**config.mk**
```make
export PLATFORM = sky130hd
export DESIGN_NAME = mfm_escape_parser
export DESIGN_NICKNAME = d
export VERILOG_FILES = /design/src/rtl/mfm_escape_parser.sv
export SDC_FILE = /design/constraint.sdc
export NUM_CORES = 1
export LEC_CHECK = 0
export ABC_AREA = 1
export BUFFER_PORTS_ARGS = -buffer_cell sky130_fd_sc_hd__buf_2
export CORE_MARGIN = 3
export CORE_UTILIZATION = 45
export DETAILED_ROUTE_END_ITERATION = 6
export PLACE_DENSITY_LB_ADDON = 0.2
export SETUP_SLACK_MARGIN = 0.1
export SLEW_MARGIN = 20
export SYNTH_ARGS = -nofsm -noshare
export SYNTH_HDL_FRONTEND = slang
export SYNTH_SLANG_ARGS = --single-unit
```
**constraint.sdc**
```tcl
create_clock -name clk -period 1.65 [get_ports clk]
set_input_delay 0.0825 -clock clk [delete_from_list [all_inputs] [get_ports clk]]
set_output_delay 0.0825 -clock clk [all_outputs]
set_load 0.02 [all_outputs]
```
**src/rtl/mfm_escape_parser.sv**
```systemverilog
module mfm_escape_parser #(
  parameter logic [7:0] ESC_BYTE = 8'h99,
  parameter int RAW_LEN = 512
) (
  input  logic       clk,
  input  logic       rst_n,
  input  logic       in_valid,
  input  logic [7:0] in_data,
  output logic       in_ready,
  output logic       out_valid,
  output logic [7:0] out_data,
  output logic       out_mark,
  input  logic       out_ready,
  output logic       stopped,
  output logic       cmd_err
);
  localparam int CW = $clog2(RAW_LEN + 1);
  localparam logic [7:0] C_SYNC = 8'hA1, C_INDEX = 8'hC2;
  localparam logic [7:0] C_ID_D = 8'hFB, C_ID_A = 8'hFE, C_ID_I = 8'hFC;
  localparam logic [7:0] C_RAW = 8'h0F, C_CRC = 8'h04, C_STOP = 8'h08;

  typedef enum logic [2:0] {S_PLAIN, S_ESC, S_RAW, S_CRCH, S_CRCL, S_STOP} st_t;
  st_t st;
  logic [CW-1:0] cnt;
  logic [15:0] crc;
  logic in_sync;

  function automatic logic [15:0] crc_upd(input logic [15:0] c, input logic [7:0] d);
    logic [15:0] r;
    r = c;
    for (int i = 7; i >= 0; i--)
      r = {r[14:0], 1'b0} ^ ((r[15] ^ d[i]) ? 16'h1021 : 16'h0000);
    return r;
  endfunction

  wire out_free = !out_valid || out_ready;
  wire accept = in_valid && in_ready;
  assign stopped = (st == S_STOP);
  assign in_ready = stopped || (out_free && st != S_CRCH && st != S_CRCL);

  always_ff @(posedge clk) begin
    if (!rst_n) begin
      st <= S_PLAIN;
      cnt <= '0;
      crc <= 16'hFFFF;
      in_sync <= 1'b0;
      out_valid <= 1'b0;
      out_data <= '0;
      out_mark <= 1'b0;
      cmd_err <= 1'b0;
    end else begin
      if (out_valid && out_ready) out_valid <= 1'b0;
      case (st)
        S_PLAIN: if (accept) begin
          if (in_data == ESC_BYTE) st <= S_ESC;
          else begin
            out_valid <= 1'b1; out_data <= in_data; out_mark <= 1'b0;
            crc <= crc_upd(crc, in_data); in_sync <= 1'b0;
          end
        end
        S_ESC: if (accept) begin
          st <= S_PLAIN;
          case (in_data)
            C_SYNC: begin
              out_valid <= 1'b1; out_data <= in_data; out_mark <= 1'b1;
              crc <= crc_upd(in_sync ? crc : 16'hFFFF, in_data);
              in_sync <= 1'b1;
            end
            C_INDEX: begin
              out_valid <= 1'b1; out_data <= in_data; out_mark <= 1'b1;
              in_sync <= 1'b0;
            end
            C_ID_D, C_ID_A, C_ID_I: begin
              out_valid <= 1'b1; out_data <= in_data; out_mark <= 1'b0;
              crc <= crc_upd(crc, in_data); in_sync <= 1'b0;
            end
            C_RAW: begin st <= S_RAW; cnt <= CW'(RAW_LEN); end
            C_CRC: st <= S_CRCH;
            C_STOP: st <= S_STOP;
            default: cmd_err <= 1'b1;
          endcase
        end
        S_RAW: if (accept) begin
          out_valid <= 1'b1; out_data <= in_data; out_mark <= 1'b0;
          crc <= crc_upd(crc, in_data); in_sync <= 1'b0;
          cnt <= cnt - 1'b1;
          if (cnt == CW'(1)) st <= S_PLAIN;
        end
        S_CRCH: if (out_free) begin
          out_valid <= 1'b1; out_data <= crc[15:8]; out_mark <= 1'b0;
          st <= S_CRCL;
        end
        S_CRCL: if (out_free) begin
          out_valid <= 1'b1; out_data <= crc[7:0]; out_mark <= 1'b0;
          in_sync <= 1'b0; st <= S_PLAIN;
        end
        default: ;
      endcase
    end
  end
endmodule

```
---- After elaboration in Yosys (flattened, before gate mapping) ----
Index checks and enable logic that the tools add are counted.
storage, ports and cells
  bits of input ports ..................... 12
  output and inout port bits .............. 13
  flip-flop bits (word level) ............. 41
  logic and storage cells ................. 161
operators by class
  bitwise logic cells ..................... 33
  multiplexer cells ....................... 62
  reduce and logical (&&, ||, !) cells .... 26
  add/subtract/negate cells ............... 1
  equality and inequality tests ........... 31
operators with widths
  operator                                                              count
  16-bit by 13-bit bitwise XOR with 16-bit output                       16
  13-bit 2-to-1 mux                                                     16
  16-bit 2-to-1 mux                                                     5
  8-bit 2-to-1 mux                                                      7
  8-bit == test, second input constant                                  6
  16-bit case mux with 3 select lines                                   1
  8-bit case mux with 5 select lines                                    1
  16-bit case mux with 2 select lines                                   1
  10-bit 2-to-1 mux                                                     3
  3-bit 2-to-1 mux                                                      7
  10-bit case mux with 2 select lines                                   1
  2-bit != test, second input constant                                  9
  8-bit by 4-bit == test with 1-bit output, second input constant       2
  8-bit AND reduction                                                   2
  1-bit bitwise XOR                                                     16
  3-bit case mux with 5 select lines                                    1
  7-bit AND reduction                                                   2
  1-bit 2-to-1 mux                                                      13
  3-bit != test, second input constant                                  4
  1-bit case mux with 4 select lines                                    3
  10-bit by 1-bit == test with 1-bit output, second input constant      1
  10-bit by 1-bit subtractor with 10-bit output, second input constant  1
  3-bit case mux with 3 select lines                                    1
  8-bit by 3-bit == test with 1-bit output, second input constant       1
  23 further kinds                                                      33

---- Longest topological paths before layout ----
Gate-level depths: netlist of the first run.
  word-level depth ........................ 28
  depth in mapped cells ................... 15
  depth with buffers taken out ............ 13

---- Worst setup path after synthesis of the first run ----
OpenSTA, ideal clock, no wires.
  kind .................................... register to register
  start point ............................. reg st[1]
  end point ............................... reg crc[8]
  setup time .............................. 114 ps
  required time ........................... 1536 ps
  cell stages (with the launch flop) ...... 14
  buffers on the path ..................... 2
  arrival ................................. 1495 ps
  slack ................................... 40 ps
  period minus slack after synthesis ...... 1610 ps
  cells stage by stage .................... dfxtp_1 -> buf_4 -> inv_2 -> nand3_4 -> nand3_4 -> nand2_4 -> nand2_4 -> nand2_2 -> nand2_2 -> nor2_4 -> buf_6 -> nor2_1 -> nor2_1 -> nand2_1
on the way
  word-level cells in the longest chain between the ends .. 7
  elaborated cells on any way between the ends .. 18
  those cells by class .................... 10 x eq/ne; 1 x mux; 7 x reduce/logical
ends and longest elaborated chain
  element                                   RTL line  source
  start: declaration                        23        st_t st;
  start signal: assignment                  43        st <= S_PLAIN;
  start signal: assignment                  55        if (in_data == ESC_BYTE) st <= S_ESC;
  start signal: assignment                  62        st <= S_PLAIN;
  3-bit by 2-bit != test with 1-bit output  39        assign in_ready = stopped || (out_free && st != S_CRCH && st != S_CRCL);
  1-bit logical AND (2 in series)           39
  1-bit logical OR *                        39
  named net in_ready                        9         output logic in_ready,
  1-bit logical AND *                       37        wire accept = in_valid && in_ready;
  2-bit != test (no source line)            --
  6-bit AND reduction (no source line) *    --
  end signal: assignment                    66        crc <= crc_upd(in_sync ? crc : 16'hFFFF, in_data);
  end: declaration                          25        logic [15:0] crc;
Mark *: on every way through the listed nets, which the timed path passes. The rest lies on a longest branch.
A chain may end at the register's enable or synchronous reset.

---- Final worst setup path of the first run ----
  start point ............................. reg st[0]
  end point ............................... reg crc[10]
on the way
  word-level cells in the longest chain between the ends .. 7
  elaborated cells on any way between the ends .. 18
  those cells by class .................... 10 x eq/ne; 1 x mux; 7 x reduce/logical
ends and longest elaborated chain
  element                                   RTL line
  3-bit by 2-bit != test with 1-bit output  39
  1-bit logical AND (2 in series)           39
  1-bit logical OR                          39
  1-bit logical AND                         37
  2-bit != test (no source line)            --
  6-bit AND reduction (no source line)      --
Parallel ways exist; a longest one is shown, timed or not.

==> results.md, run 1 <==
- Dividing total power by cell area gives a power density of 1900 nW/um^2.
- For the worst setup path, the data required time is 1.83 ns.
- The checks that failed: negative setup slack.
- The startpoint identified for the worst register-to-register timing path is st[0]$_SDFFE_PN0P_.
- Max-cap violations in this run came to 0.
- The total number of clock tree sinks is 41.
- For the pin with the worst max-slew slack, the measured transition is 0.412 ns.
- The floorplan step set the die width to 91.5 um.
- The first-pass GRT wire length is 17700 um.
- The average wire per standard cell is 15.2 um.
- Setup violations remaining at the end of the flow were counted as 25.
- The cell taking the most area after synthesis is sky130_fd_sc_hd__dfxtp_1.
- The number of I/O pins is 25.
- The number of buffer cells added on primary ports is 24.
- At the worst endpoint, the arrival time is 1.92 ns.
- The final layout contains routed wiring with a total length of 10900 um.
- The busiest layer in global routing is met2.
- In this run the most critical hold path is launched from in_valid.
- The worst path uses 106% of the clock period.
- The analysis attributes to cell leakage a power of 2.17 nW.
- The clock-pin slew on the worst setup and hold paths is 0.09 ns.
- The peak supply drop is 1.40 mV.
- The worst setup path is captured at a register.
- The fraction of layout instances using a drive strength above 1 is about a quarter.
- The total CTS buffers is 5.
- The number of buffer and inverter instances along the worst setup path is 5.
- The unique cell type count in the Yosys netlist is 34.
- After floorplanning, the core was divided into 30 placement rows.
- Measured against its own limit, the worst slew margin works out to roughly 73%.
- The DRC violations left is 0.
- The net count after synthesis is around 570.
- The starting density of the core is 47.4%.
- The number of warnings issued by yosys is 0.
- After detailed routing, the number of vias per cell comes to roughly 5.4.
- The number of nets in the layout is 632.
- The final route contains 3896 vias.
- TritonCTS built the clock tree.
- The met3 track demand over resource in global routing is 4.72%.
- The run finished, with violations left.
- The worst-path cell with the longest stage delay is sky130_fd_sc_hd__dfxtp_4.
- The remaining global-route overflow is 0.
- The cell area after technology mapping is 3290 sq um.
- The post-placement worst setup slack is -0.0524 ns.
- Along the worst hold path, the cell count comes to 5.
- The routability congestion estimate is approximately 0.9.
- For this run, the top clock speed supported by timing is 0.574 GHz.
- The die is just over 90 um tall.
- The floorplan step defined a core boundary enclosing 6940 sq um.
- The number of max-slew violations in the final report was 0.
- The final non-filler cell total is 715.
- Setup repair after global routing could not meet its margin everywhere.
- The final hold slack is 0.191 ns.
- The maximum net fanout on the critical path is 6.
- The first-pass iteration count of the detailed router is 5.
- The clock root buffer is sky130_fd_sc_hd__clkbuf_8.
- The cell count after placement is 683.
- The clock passes through at most 2 buffers.
- Between clock sinks in the finished design, the worst skew comes to 0.00502 ns.
- The total half-perimeter wirelength after legalization and detailed placement is 7180 um.
- The total power consumption of the routed design is between 8 and 9 mW.
- Counting I/O delays and the setup requirement, the final critical path takes 1.74 ns.
- The antenna violation net count after detailed routing is 0.
- For this run, global-route usage on met2 was measured as 41.6%.
- The share of the synthesized area in the top cell type is 24.9%.
- The floorplan step defined a die boundary enclosing between 8000 and 9000 sq um.
- The number of global-route vias before repair is 3741.
- The global-route usage over all layers is 25.6%.
- The number of hold violations in the final report is 0.
- The latest clock arrival within the worst-skew pair is 0.30 ns.
- After layout, the worst setup slack is -0.0933 ns.
- The number of antenna diodes in the final layout is 0.
- The largest single stage delay on the critical path is 0.42 ns.
- The global routing usage on met1 is about a third.
- STA classifies the critical path startpoint as a register.
- The area growth from synthesis to layout is 30.3%.
- Yosys attributes the largest share of cell area to sky130_fd_sc_hd__dfxtp_1 (25%), sky130_fd_sc_hd__nand2_1 (19%), sky130_fd_sc_hd__nand3_1 (14%), sky130_fd_sc_hd__nor2_1 (7.8%), sky130_fd_sc_hd__inv_1 (7.0%).
- The H-tree depth is 2.
- Counting flops and latches in the post-synthesis netlist gives 41.
- Entering global routing, the biggest net connects 22 pins.
- By startpoint and endpoint, the worst setup path is classified as reg2reg.
- The final cell utilization of the core is 61.8%.
- The reg2reg setup slack is -0.09 ns.
- The worst register-to-register path ends at crc[10]$_SDFFE_PN1P_.
- Broken down by cell family, the worst path's largest delay share belongs to buffers and inverters.
- After technology mapping, the gate count stands at 552.
- Traced cell by cell, the critical path runs through inv_6 -> nor3_4 -> buf_4 -> buf_6 -> nand2_4 -> nand2_4 -> nor2_4 -> buf_6 -> buf_16 -> nand2_1 -> nand3_1.
- The sequential share of the synthesized area is 24.9%.
- For this block, the initial DRC count from the detailed router was 292.
- The worst hold path terminates at out_valid$_SDFF_PN0_.
- The number of antenna violations at the first check in global routing is 0.
- The class of the tightest hold or removal check is in2reg.
- The cell depth of the worst flop-to-flop path is 11.
- The post-synthesis area per instance is 5.96 sq um.
-- cells in the mapped netlist, drive strengths merged --
| library cell | n |
|---|---|
| buf | 15 |
| xor2 | 14 |
| ha | 2 |
| nand2 | 177 |
| o31ai | 1 |
| clkinv | 2 |
| nand4 | 6 |
| o211ai | 2 |
| nand3 | 91 |
| o22ai | 1 |
| a21oi | 19 |
| nand3b | 11 |
| o221ai | 9 |
| nor2 | 73 |
| inv | 64 |
| xnor2 | 2 |
| nor3 | 6 |
| clkbuf | 3 |
| dfxtp | 41 |
| o21ai | 13 |
-- final cells by class --
type                       count  area [sq um]
multi-input combinational    430          2390
tap                           96           120
clock buffer                   6          72.6
sequential                    41           832
inverter                      66           283
timing repair buffer          74           578
clock inverter                 2          15.0
fill                         631          2660
-- metal layers --
layer | vias to the layer above | part of all wire (%)
met1 | 1764 | 42
met2 | 176 | 47
met3 | 41 | 7.2
met5 | - | 0
met4 | 0 | 3.7
li1 | 1915 | -
-- cell usage in the layout (no fill, tap or decap), types with 2 or more instances in the layout --
| cell | n |
|---|---|
| sky130_fd_sc_hd__o221ai_2 | 3 |
| sky130_fd_sc_hd__inv_2 | 3 |
| sky130_fd_sc_hd__nand3_4 | 4 |
| sky130_fd_sc_hd__dfxtp_1 | 38 |
| sky130_fd_sc_hd__nand4_4 | 4 |
| sky130_fd_sc_hd__inv_1 | 54 |
| sky130_fd_sc_hd__o21ai_0 | 5 |
| sky130_fd_sc_hd__a21oi_2 | 5 |
| sky130_fd_sc_hd__nor3_1 | 4 |
| sky130_fd_sc_hd__nand2_2 | 13 |
| sky130_fd_sc_hd__nand3b_1 | 11 |
| sky130_fd_sc_hd__buf_6 | 8 |
| sky130_fd_sc_hd__clkbuf_8 | 5 |
| sky130_fd_sc_hd__nand4_1 | 5 |
| sky130_fd_sc_hd__nand3_1 | 78 |
| sky130_fd_sc_hd__nor2_2 | 13 |
| sky130_fd_sc_hd__buf_2 | 24 |
| sky130_fd_sc_hd__nand2_1 | 157 |
| sky130_fd_sc_hd__a21oi_1 | 13 |
| sky130_fd_sc_hd__nand2_4 | 7 |
| sky130_fd_sc_hd__xor2_1 | 14 |
| sky130_fd_sc_hd__xnor2_1 | 2 |
| sky130_fd_sc_hd__nand3_2 | 9 |
| sky130_fd_sc_hd__inv_6 | 3 |
| sky130_fd_sc_hd__dfxtp_4 | 3 |
| sky130_fd_sc_hd__nor2_4 | 5 |
| sky130_fd_sc_hd__buf_4 | 39 |
| sky130_fd_sc_hd__o221ai_1 | 5 |
| sky130_fd_sc_hd__nor2_1 | 55 |
| sky130_fd_sc_hd__inv_4 | 3 |
| sky130_fd_sc_hd__clkinvlp_4 | 4 |
| sky130_fd_sc_hd__buf_16 | 2 |
| sky130_fd_sc_hd__o211ai_1 | 2 |
| sky130_fd_sc_hd__ha_1 | 2 |
| sky130_fd_sc_hd__o21ai_1 | 8 |
-- worst max path at each step --
stage / startpoint / endpoint / depth (start not counted)
global route: st[0]$_SDFFE_PN0P_ / crc[10]$_SDFFE_PN1P_ / 9
CTS: st[0]$_SDFFE_PN0P_ / crc[9]$_SDFFE_PN1P_ / 9
detailed placement: st[2]$_SDFFE_PN0P_ / crc[9]$_SDFFE_PN1P_ / 10
finish: st[0]$_SDFFE_PN0P_ / crc[10]$_SDFFE_PN1P_ / 11
floorplan: st[1]$_SDFFE_PN0P_ / crc[8]$_SDFFE_PN1P_ / 13
global placement: st[2]$_SDFFE_PN0P_ / out_data[7]$_SDFFE_PN0P_ / 11
-- flip-flops by register name, indices dropped and copies added, names as in the netlist --
signal / cells
out_valid: 1
out_mark: 1
cnt: 10
out_data: 8
cmd_err: 1
st: 3
crc: 16
in_sync: 1
-- logic make-up (layout without fill, tap and decap cells) --
| logic type | count (synthesis) | count (layout) | share of synthesized area (%) |
|---|---|---|---|
| buf+inv | 84 | 148 | 11.7 |
| xor+xnor | 16 | 16 | 4.26 |
| compound gates | 45 | 45 | 8.14 |
| simple gates | 364 | 367 | 50.2 |
| flops | 41 | 41 | 24.9 |
| fa+ha+maj | 2 | 2 | 0.760 |
-- per-stage QoR --
step	TNS (ns)	area (sq um)
after floorplan	0	3310
after global placement	-0.375	3640
after detailed placement	-0.627	3640
after CTS	-0.0273	4090
after global routing	-4.07	4290
final	-0.787	4290
-- power breakdown --
part | internal [mW] | total [mW] | switching [mW]
logic | 2.38 | 5.87 | 3.50
registers | 1.33 | 1.60 | 0.272
clock network | 0.299 | 0.688 | 0.389
total | 4.01 | 8.17 | 4.16
-- worst reg2reg max path: cells and delay by family, from the launching register on --
kind	cells	cell delay (ns)
simple gates	6	0.60
buf+inv	5	0.60
flops	1	0.42
-- repair_timing --
item	4_1_cts	5_1_grt
gates cloned	4	2
gates resized for setup	51	45
buffers inserted	12	7
pin swaps	29	14
endpoints found under the setup margin	37	40
hold buffers	0	0
(Power assumes the default switching activity.)
==> run 2, diff against run 1 <==
- PLACE_DENSITY_LB_ADDON: 0.2 -> 0.25
==> run 2 against run 1 <==
Against the previous run: the flow still finishes with violations (negative setup slack); maximum frequency is 4.0% higher; largest cell class unchanged; first-iteration DRC count rose by 5.8%; global-route usage is essentially flat; utilization grew 0.31 points; sequential cell count is the same; combinational power up 3.9%; sequential power about the same; critical path depth is the same; non-clock buffer count up 4; final cell count grew 0.42%; via count grew 1.9%; critical path type unchanged; die area did not move.
==> results.md, run 2 (synthesis gave the netlist of run 1 again) <==
- The register with the most flip-flops is crc.
- The total number of clock tree sinks is 41.
- In this run the standard cell core region covers 6940 sq um.
- The leakage power is 2.21 nW.
- After detailed routing, the wire length on met1 is 4640 um.
- The maximum net fanout on the critical path is 6.
- In this run the deepest clock path goes through 2 buffers.
- Routability-driven placement finished with a final weighted congestion of 0.906.
- The worst register-to-register path ends at crc[4]$_SDFFE_PN1P_.
- Input and output buffers added on the ports amount to 24.
- The final cell utilization of the core is 62.1%.
- The amount of wire on met3 after detailed routing is 839 um.
- The starting density of the core is 47.4%.
- The H-tree depth is 2.
- Dividing total power by cell area gives a power density of 1950 nW/um^2.
- Entering global routing, the biggest net connects 22 pins.
- The number of flip-flops under the largest register name is 16.
- Setup slack on the worst reg-to-reg path comes out at -0.03 ns.
- For hold timing, the worst endpoint is out_valid$_SDFF_PN0_.
- On the critical path, the stage with the largest delay is an instance of sky130_fd_sc_hd__dfxtp_4.
- For the finished layout, the period the worst path requires is ~1.7 ns.
- The first-pass GRT wire length is 17500 um.
- The number of rows in the core area is 30.
- Clock latency on the worst-skew pair, taken at its later pin, is 0.30 ns.
- The first detailed-routing pass took 6 iterations.
- For the worst setup path, the data arrival time is 1.87 ns.
- Static timing analysis puts the maximum clock frequency at 0.596 GHz.
- The die is between 90 and 100 um tall.
- The critical path goes through buf_4 -> nor2_4 -> inv_2 -> nor2_2 -> nand3_2 -> nand2_2 -> nor2_4 -> buf_12 -> clkbuf_16 -> nand2_1 -> nand3_2.
- The average via count per standard cell is roughly 5.5.
- The repair_antennas step left the layout with diodes totalling 0.
- The most common cell after layout, fill and taps aside is sky130_fd_sc_hd__nand2_1.
- The final hold slack is 0.223 ns.
- The clock root buffer is sky130_fd_sc_hd__clkbuf_8.
- The kind of critical path is reg2reg.
- Setup repair after global routing could not meet its margin everywhere.
- The met2 wirelength from detailed routing is around 5200 um.
- The hold path startpoint is in_valid.
- The launching element type of the critical path is a register.
- In the final layout, the registers with the most flip-flops are crc (16), cnt (10), out_data (8).
- The worst register-to-register path begins at st[2]$_SDFFE_PN0P_.
- The highest layer used for signal routing is met4.
- After legalization and detailed placement, the total HPWL measured 7300 um.
- The flow ran to the end, but the final reports show violations.
- The count of fill cells added during filler insertion is 650.
- The number of nets in the layout is around 640.
- The final reports fail on negative setup slack.
- The area enclosed by the die boundary is 8380 sq um.
- Along the worst hold path, the cell count comes to 5.
- For the pin with the worst max-slew slack, the measured transition is 0.397 ns.
- The worst slew margin relative to its limit is 73.3%.
- The number of antenna violations at the first check in global routing is 0.
- Setup violations remaining at the end of the flow were counted as 19.
- The number of hold buffers added after CTS was 0.
- The number of global-route vias before repair is 3643.
- The worst setup path is captured at a register.
- The placed instance area is 3700 sq um.
- The worst stage delay on the critical path is 0.36 ns.
- For this run, the total global-route usage over all layers was measured as about 26%.
- OpenSTA, run right after detailed placement, puts the worst setup slack at -0.0101 ns.
- The max-capacitance violation count is 0.
- During I/O placement, the number of pins put on the boundary was 25.
- The routed wire length is roughly 11000 um.
- For the worst setup path, the data required time is 1.84 ns.
- In the routed design, unresolved DRC markers number 0.
- Summing internal, switching and leakage power gives approximately 8.4 mW.
- After clock tree synthesis, the clock-pin slew on the worst setup and hold paths is roughly 0.080 ns.
- The fraction of layout instances using a drive strength above 1 is a little over a quarter.
- For this block, the via count after detailed routing is 3970.
- The layout overhead on the synthesized area is 31.0%.
- The total CTS buffers is 5.
- The multi-input combinational cells in the finished layout cover a total of 2360 sq um.
- The remaining global-route overflow is 0.
- For this block, the initial DRC count from the detailed router was 309.
- The number of hold violations in the final report is 0.
- The number of max-slew violations in the final report is 0.
- With fillers left out, the area of the finished cells amounts to 4310 sq um.
- The width of the die is 91.5 um.
- The CTS tree is built.
- After detailed routing, the average wire length per cell comes to 15.4 um.
- The library cells used most frequently in the layout, excluding fill and tap cells, are sky130_fd_sc_hd__nand2_1 (155), sky130_fd_sc_hd__nand3_1 (75), sky130_fd_sc_hd__nor2_1 (62).
- The worst hold path belongs to the class in2reg.
- The antenna violation net count after detailed routing is 0.
- The cell depth of the worst flop-to-flop path is 11.
- Setup slack on the critical path of the routed design comes to -0.0270 ns.
- On the final layout, the worst clock skew is 0.00745 ns.
- The area taken by flip-flops and latches is 833 sq um.
- Across the VDD grid, the largest voltage drop is 1.04 mV.
- The ratio of final minimum period to clock period is 102%.
[run 2: changes by cell type in the layout (fill, tap and decap cells not counted), moves of 3 or more]
cell,change
sky130_fd_sc_hd__nor2_1,+7
sky130_fd_sc_hd__nor2_2,-6
sky130_fd_sc_hd__nand2_4,+4
sky130_fd_sc_hd__o21ai_1,-4
sky130_fd_sc_hd__buf_12,+3
sky130_fd_sc_hd__buf_4,+3
sky130_fd_sc_hd__clkinv_2,+3
sky130_fd_sc_hd__nand2_2,-3
sky130_fd_sc_hd__nand3_1,-3
sky130_fd_sc_hd__nand3_2,+3
sky130_fd_sc_hd__o21ai_2,+3
sky130_fd_sc_hd__o221ai_1,+3
[run 2: final cells by class]
type / count / area share (%)
Multi-Input combinational cell: 428 / 54.7
Sequential cell: 41 / 19.3
Timing Repair Buffer: 78 / 14.7
Inverter: 66 / 6.39
Tap cell: 96 / 2.79
Clock buffer: 6 / 1.68
Clock inverter: 2 / 0.232
Timing Repair inverter: 1 / 0.116
[run 2: what timing repair did]
item | 4_1_cts | 5_1_grt
pin swaps | 10 | 11
cloned | 4 | 1
endpoints found under the setup margin | 39 | 41
resized for setup | 43 | 47
setup buffers | 11 | 5
[run 2: worst max path at each step]
| stage | startpoint | end | slack [ns] | cells past startpoint |
|---|---|---|---|---|
| after detailed placement | st[2]$_SDFFE_PN0P_ | out_data[4]$_SDFFE_PN0P_ | -0.01 | 11 |
| after global placement | st[2]$_SDFFE_PN0P_ | out_data[1]$_SDFFE_PN0P_ | 0.01 | 11 |
| after CTS | st[0]$_SDFFE_PN0P_ | crc[13]$_SDFFE_PN1P_ | 0.04 | 10 |
| after global routing | st[0]$_SDFFE_PN0P_ | cnt[6]$_SDFFE_PN0P_ | -0.14 | 9 |
| final | st[2]$_SDFFE_PN0P_ | crc[4]$_SDFFE_PN1P_ | -0.03 | 11 |
| after floorplan | st[1]$_SDFFE_PN0P_ | crc[8]$_SDFFE_PN1P_ | 0.05 | 13 |
[run 2: power by group]
part | switching (mW) | internal (mW) | leakage, nW
combinational | 3.56 | 2.54 | 1.83
sequential | 0.293 | 1.33 | 0.340
clock | 0.371 | 0.294 | 0.0450
[run 2: per-layer routing]
metal / GRT usage (%) / up-vias
met5: 3.85 / -
met4: 8.92 / 0
met3: 3.73 / 40
met2: 42.7 / 197
met1: 33.1 / 1818
li1: - / 1915
[run 2: stage by stage]
| stage | cells | setup TNS, ns |
|---|---|---|
| 3_5_place_dp | 689 | -0.0316 |
| 5_1_grt | 718 | -2.85 |
| 6_report | 718 | -0.212 |
| 3_3_place_gp | 689 | 0 |
| 2_1_floorplan | 552 | 0 |
| 4_1_cts | 712 | 0 |
[run 2: worst max-delay path, delay by kind of cell (launching register included)]
| family | cells | cell delay [ns] |
|---|---|---|
| buffers and inverters | 4 | 0.50 |
| AND/OR/NAND/NOR | 7 | 0.71 |
| flip-flops | 1 | 0.36 |
==> run 3, diff against run 2 <==
- CORE_MARGIN: 3 -> unset
==> run 3 against run 2 <==
Against the previous run: the flow still finishes with violations (negative setup slack); wire length fell by 8.2%; utilization fell by 3.9 points; sequential share of layout area rose by 1.2 points; non-clock buffer count fell by 12; maximum frequency rose by 0.89%; sequential power fell by 2%; register-to-register slack barely moved; clock-buffer cell count fell by 1; final cell count fell by 1.7%; sequential cell count did not move; worst setup slack improved by 0.015 ns; highest routed layer unchanged.
==> results.md, run 3 (synthesis gave the netlist of run 1 again) <==
- The top achievable clock speed is 0.602 GHz.
- Once the floorplan was initialized, standard cells occupied between 40% and 50% of the core.
- The routed wire length is 10200 um.
- The number of nets in the layout is 624.
- The number of antenna violations at the first check in global routing is 0.
- The remaining global-route overflow is 0.
- The top cell types in the final layout, fill and taps aside, are sky130_fd_sc_hd__nand2_1 (162), sky130_fd_sc_hd__nand3_1 (86), sky130_fd_sc_hd__nor2_1 (62).
- Headroom to the max-slew limit came out at 76.1%.
- The first global-routing pass estimated 16700 um of wire.
- The die is 87.5 um tall.
- The number of buffer cells added on primary ports is 24.
- The die covers 7660 sq um.
- The number of flip-flops under the largest register name is 16.
- The core region is around 7000 sq um.
- The filler cells instantiated in the layout total 679.
- After clock tree synthesis, the flow added hold-fix buffers numbering 0.
- After detailed routing, the number of remaining DRC violations is 0.
- 0 antenna diodes ended up in the layout.
- TritonCTS built the clock tree.
- The final reports fail on negative setup slack.
- In this run the power density over the cells is about 1800 nW/um^2.
- The launching element type of the critical path is a register.
- The number of rows in the core area is 30.
- The clock arrives with 0.00246 ns of skew.
- Leaving out filler cells and counting taps, the final layout contains around 710.
- The pre-antenna-repair detailed-routing pass consisted of 4 iterations.
- The run finished, with violations left.
- The antenna violation net count after detailed routing is 0.
- Across all register-to-register paths, the minimum setup slack is -0.01 ns.
- Setup repair after global routing could not meet its margin everywhere.
- The average via count per standard cell is 5.44.
- Compared with the post-synthesis result, the final layout area differs by 22.7%.
- The H-tree depth is 2.
- The total CTS buffers is 5.
- The leakage power is 2.09 nW.
- The register with the most flip-flops in the final layout is crc.
- After layout, the worst setup slack is -0.0121 ns.
- The clock-pin slew on the worst setup and hold paths is about 0.08 ns.
- The number of hold violations in the final report is 0.
- The number of global-route vias before repair is 3608.
- In this run the deepest clock path goes through 2 buffers.
- The worst setup path is captured at a register.
- The number of I/O pins is 25.
- The average wire per standard cell is 14.4 um.
- The setup path with the least slack is of type reg2reg.
- At the worst endpoint, the arrival time is 1.84 ns.
- The worst-margin pin slew is 0.356 ns.
- The library cell used most frequently in the layout, excluding fill and tap cells, is sky130_fd_sc_hd__nand2_1.
- Setup violations remaining at the end of the flow were counted as 8.
- Max-cap violations in this run came to 0.
- The global-route usage over all layers is 28.0%.
- Across the VDD grid, the largest voltage drop is between 1 and 1.5 mV.
- Cells fill 58.2% of the core in the end.
- The detailed router finished its first iteration with 222 violations.
- In the final layout, the registers with the most flip-flops are crc (16), cnt (10), out_data (8).
- The post-placement worst setup slack is -0.0319 ns.
- The fraction of layout instances using a drive strength above 1 is 20.2%.
- Along the worst path, the maximum fanout reaches 8.
- The latest clock arrival within the worst-skew pair is 0.30 ns.
- The total half-perimeter wirelength after legalization and detailed placement is 7260 um.
- The worst path uses 101% of the clock period.
- The number of max-slew violations in the final report is 0.
- STA puts the critical path data required time at 1.83 ns.
- The worst hold path belongs to the class in2reg.
- The routed via count is approximately 3800.
- Once placement completed, the tool counted placed cells totaling 687.
- The clock net in this run drives a total of 41 sinks.
- The width of the die is 87.5 um.
- The routability congestion estimate is 0.930.
- The pin count of the biggest net entering global routing is 25.
- The minimum clock period after layout is 1.66 ns.
- For the final routed database, the setup TNS stands at -0.0536 ns.
- The tree is rooted in a sky130_fd_sc_hd__clkbuf_8.
run 3: cell count changes in the layout (fill, tap and decap cells not counted), sizes merged:
cell    before  now
inv         63   62
nand4        7    9
clkinv       4    3
buf         77   66
bufinv       0    1
clkbuf       7    5
run 3: metrics by stage:
step | instance area, sq um | hold slack (ns) | total power [mW]
after floorplan | 3310 | 0.224 | 4.79
after global placement | 3680 | 0.439 | 5.83
after detailed placement | 3680 | 0.453 | 5.91
after CTS | 3920 | 0.199 | 7.01
after global routing | 4040 | 0.223 | 8.00
final | 4040 | 0.191 | 7.37
run 3: cell type report:
class                      instances  area [sq um]  share of cell area (%)
clock buffer                       5          68.8                    1.70
sequential                        41           830                    20.5
multi-input combinational        430          2230                    55.3
inverter                          66           274                    6.78
timing repair buffer              66           479                    11.9
tap                               96           120                    2.97
clock inverter                     2          35.0                   0.867
run 3: final timing paths:
kind	startpoint	endpoint	depth (start not counted)
setup / recovery	st[2]$_SDFFE_PN0P_	crc[1]$_SDFFE_PN1P_	11
hold / removal	in_valid	out_valid$_SDFF_PN0_	5
setup reg to reg	st[2]$_SDFFE_PN0P_	crc[1]$_SDFFE_PN1P_	11
hold reg to reg	cmd_err$_SDFFE_PN0P_	cmd_err$_SDFFE_PN0P_	2
run 3: timing repair:
item                                    4_1_cts  5_1_grt
buffers inserted                              7        2
endpoints found under the setup margin       39       40
endpoints found under the hold margin         0        0
cloned                                        2        1
resized for setup                            15       30
pin swaps                                    15        7
run 3: worst max-delay path, cell delays in order (launching register included):
cell,delay (ns)
sky130_fd_sc_hd__dfxtp_2,0.35
sky130_fd_sc_hd__buf_6,0.14
sky130_fd_sc_hd__nand3_4,0.10
sky130_fd_sc_hd__nand3_4,0.08
sky130_fd_sc_hd__nand2_4,0.07
sky130_fd_sc_hd__nand2_4,0.08
sky130_fd_sc_hd__nand2_4,0.08
sky130_fd_sc_hd__nand2_2,0.07
sky130_fd_sc_hd__nor2_4,0.17
sky130_fd_sc_hd__clkinvlp_4,0.22
sky130_fd_sc_hd__nand2_1,0.10
sky130_fd_sc_hd__nand3_1,0.07
run 3: layer usage:
layer | track usage [%] | wire length (um) | vias to the layer above
met5 | 0 | 0 | -
met4 | 10.4 | 306 | 0
met3 | 4.83 | 582 | 28
met2 | 46.1 | 4660 | 155
met1 | 36.6 | 4630 | 1762
li1 | - | - | 1898
run 3: power by group:
part | switching (mW) | internal (mW)
logic | 3.08 | 1.88
registers | 0.262 | 1.33
clock network | 0.377 | 0.441
total | 3.72 | 3.65
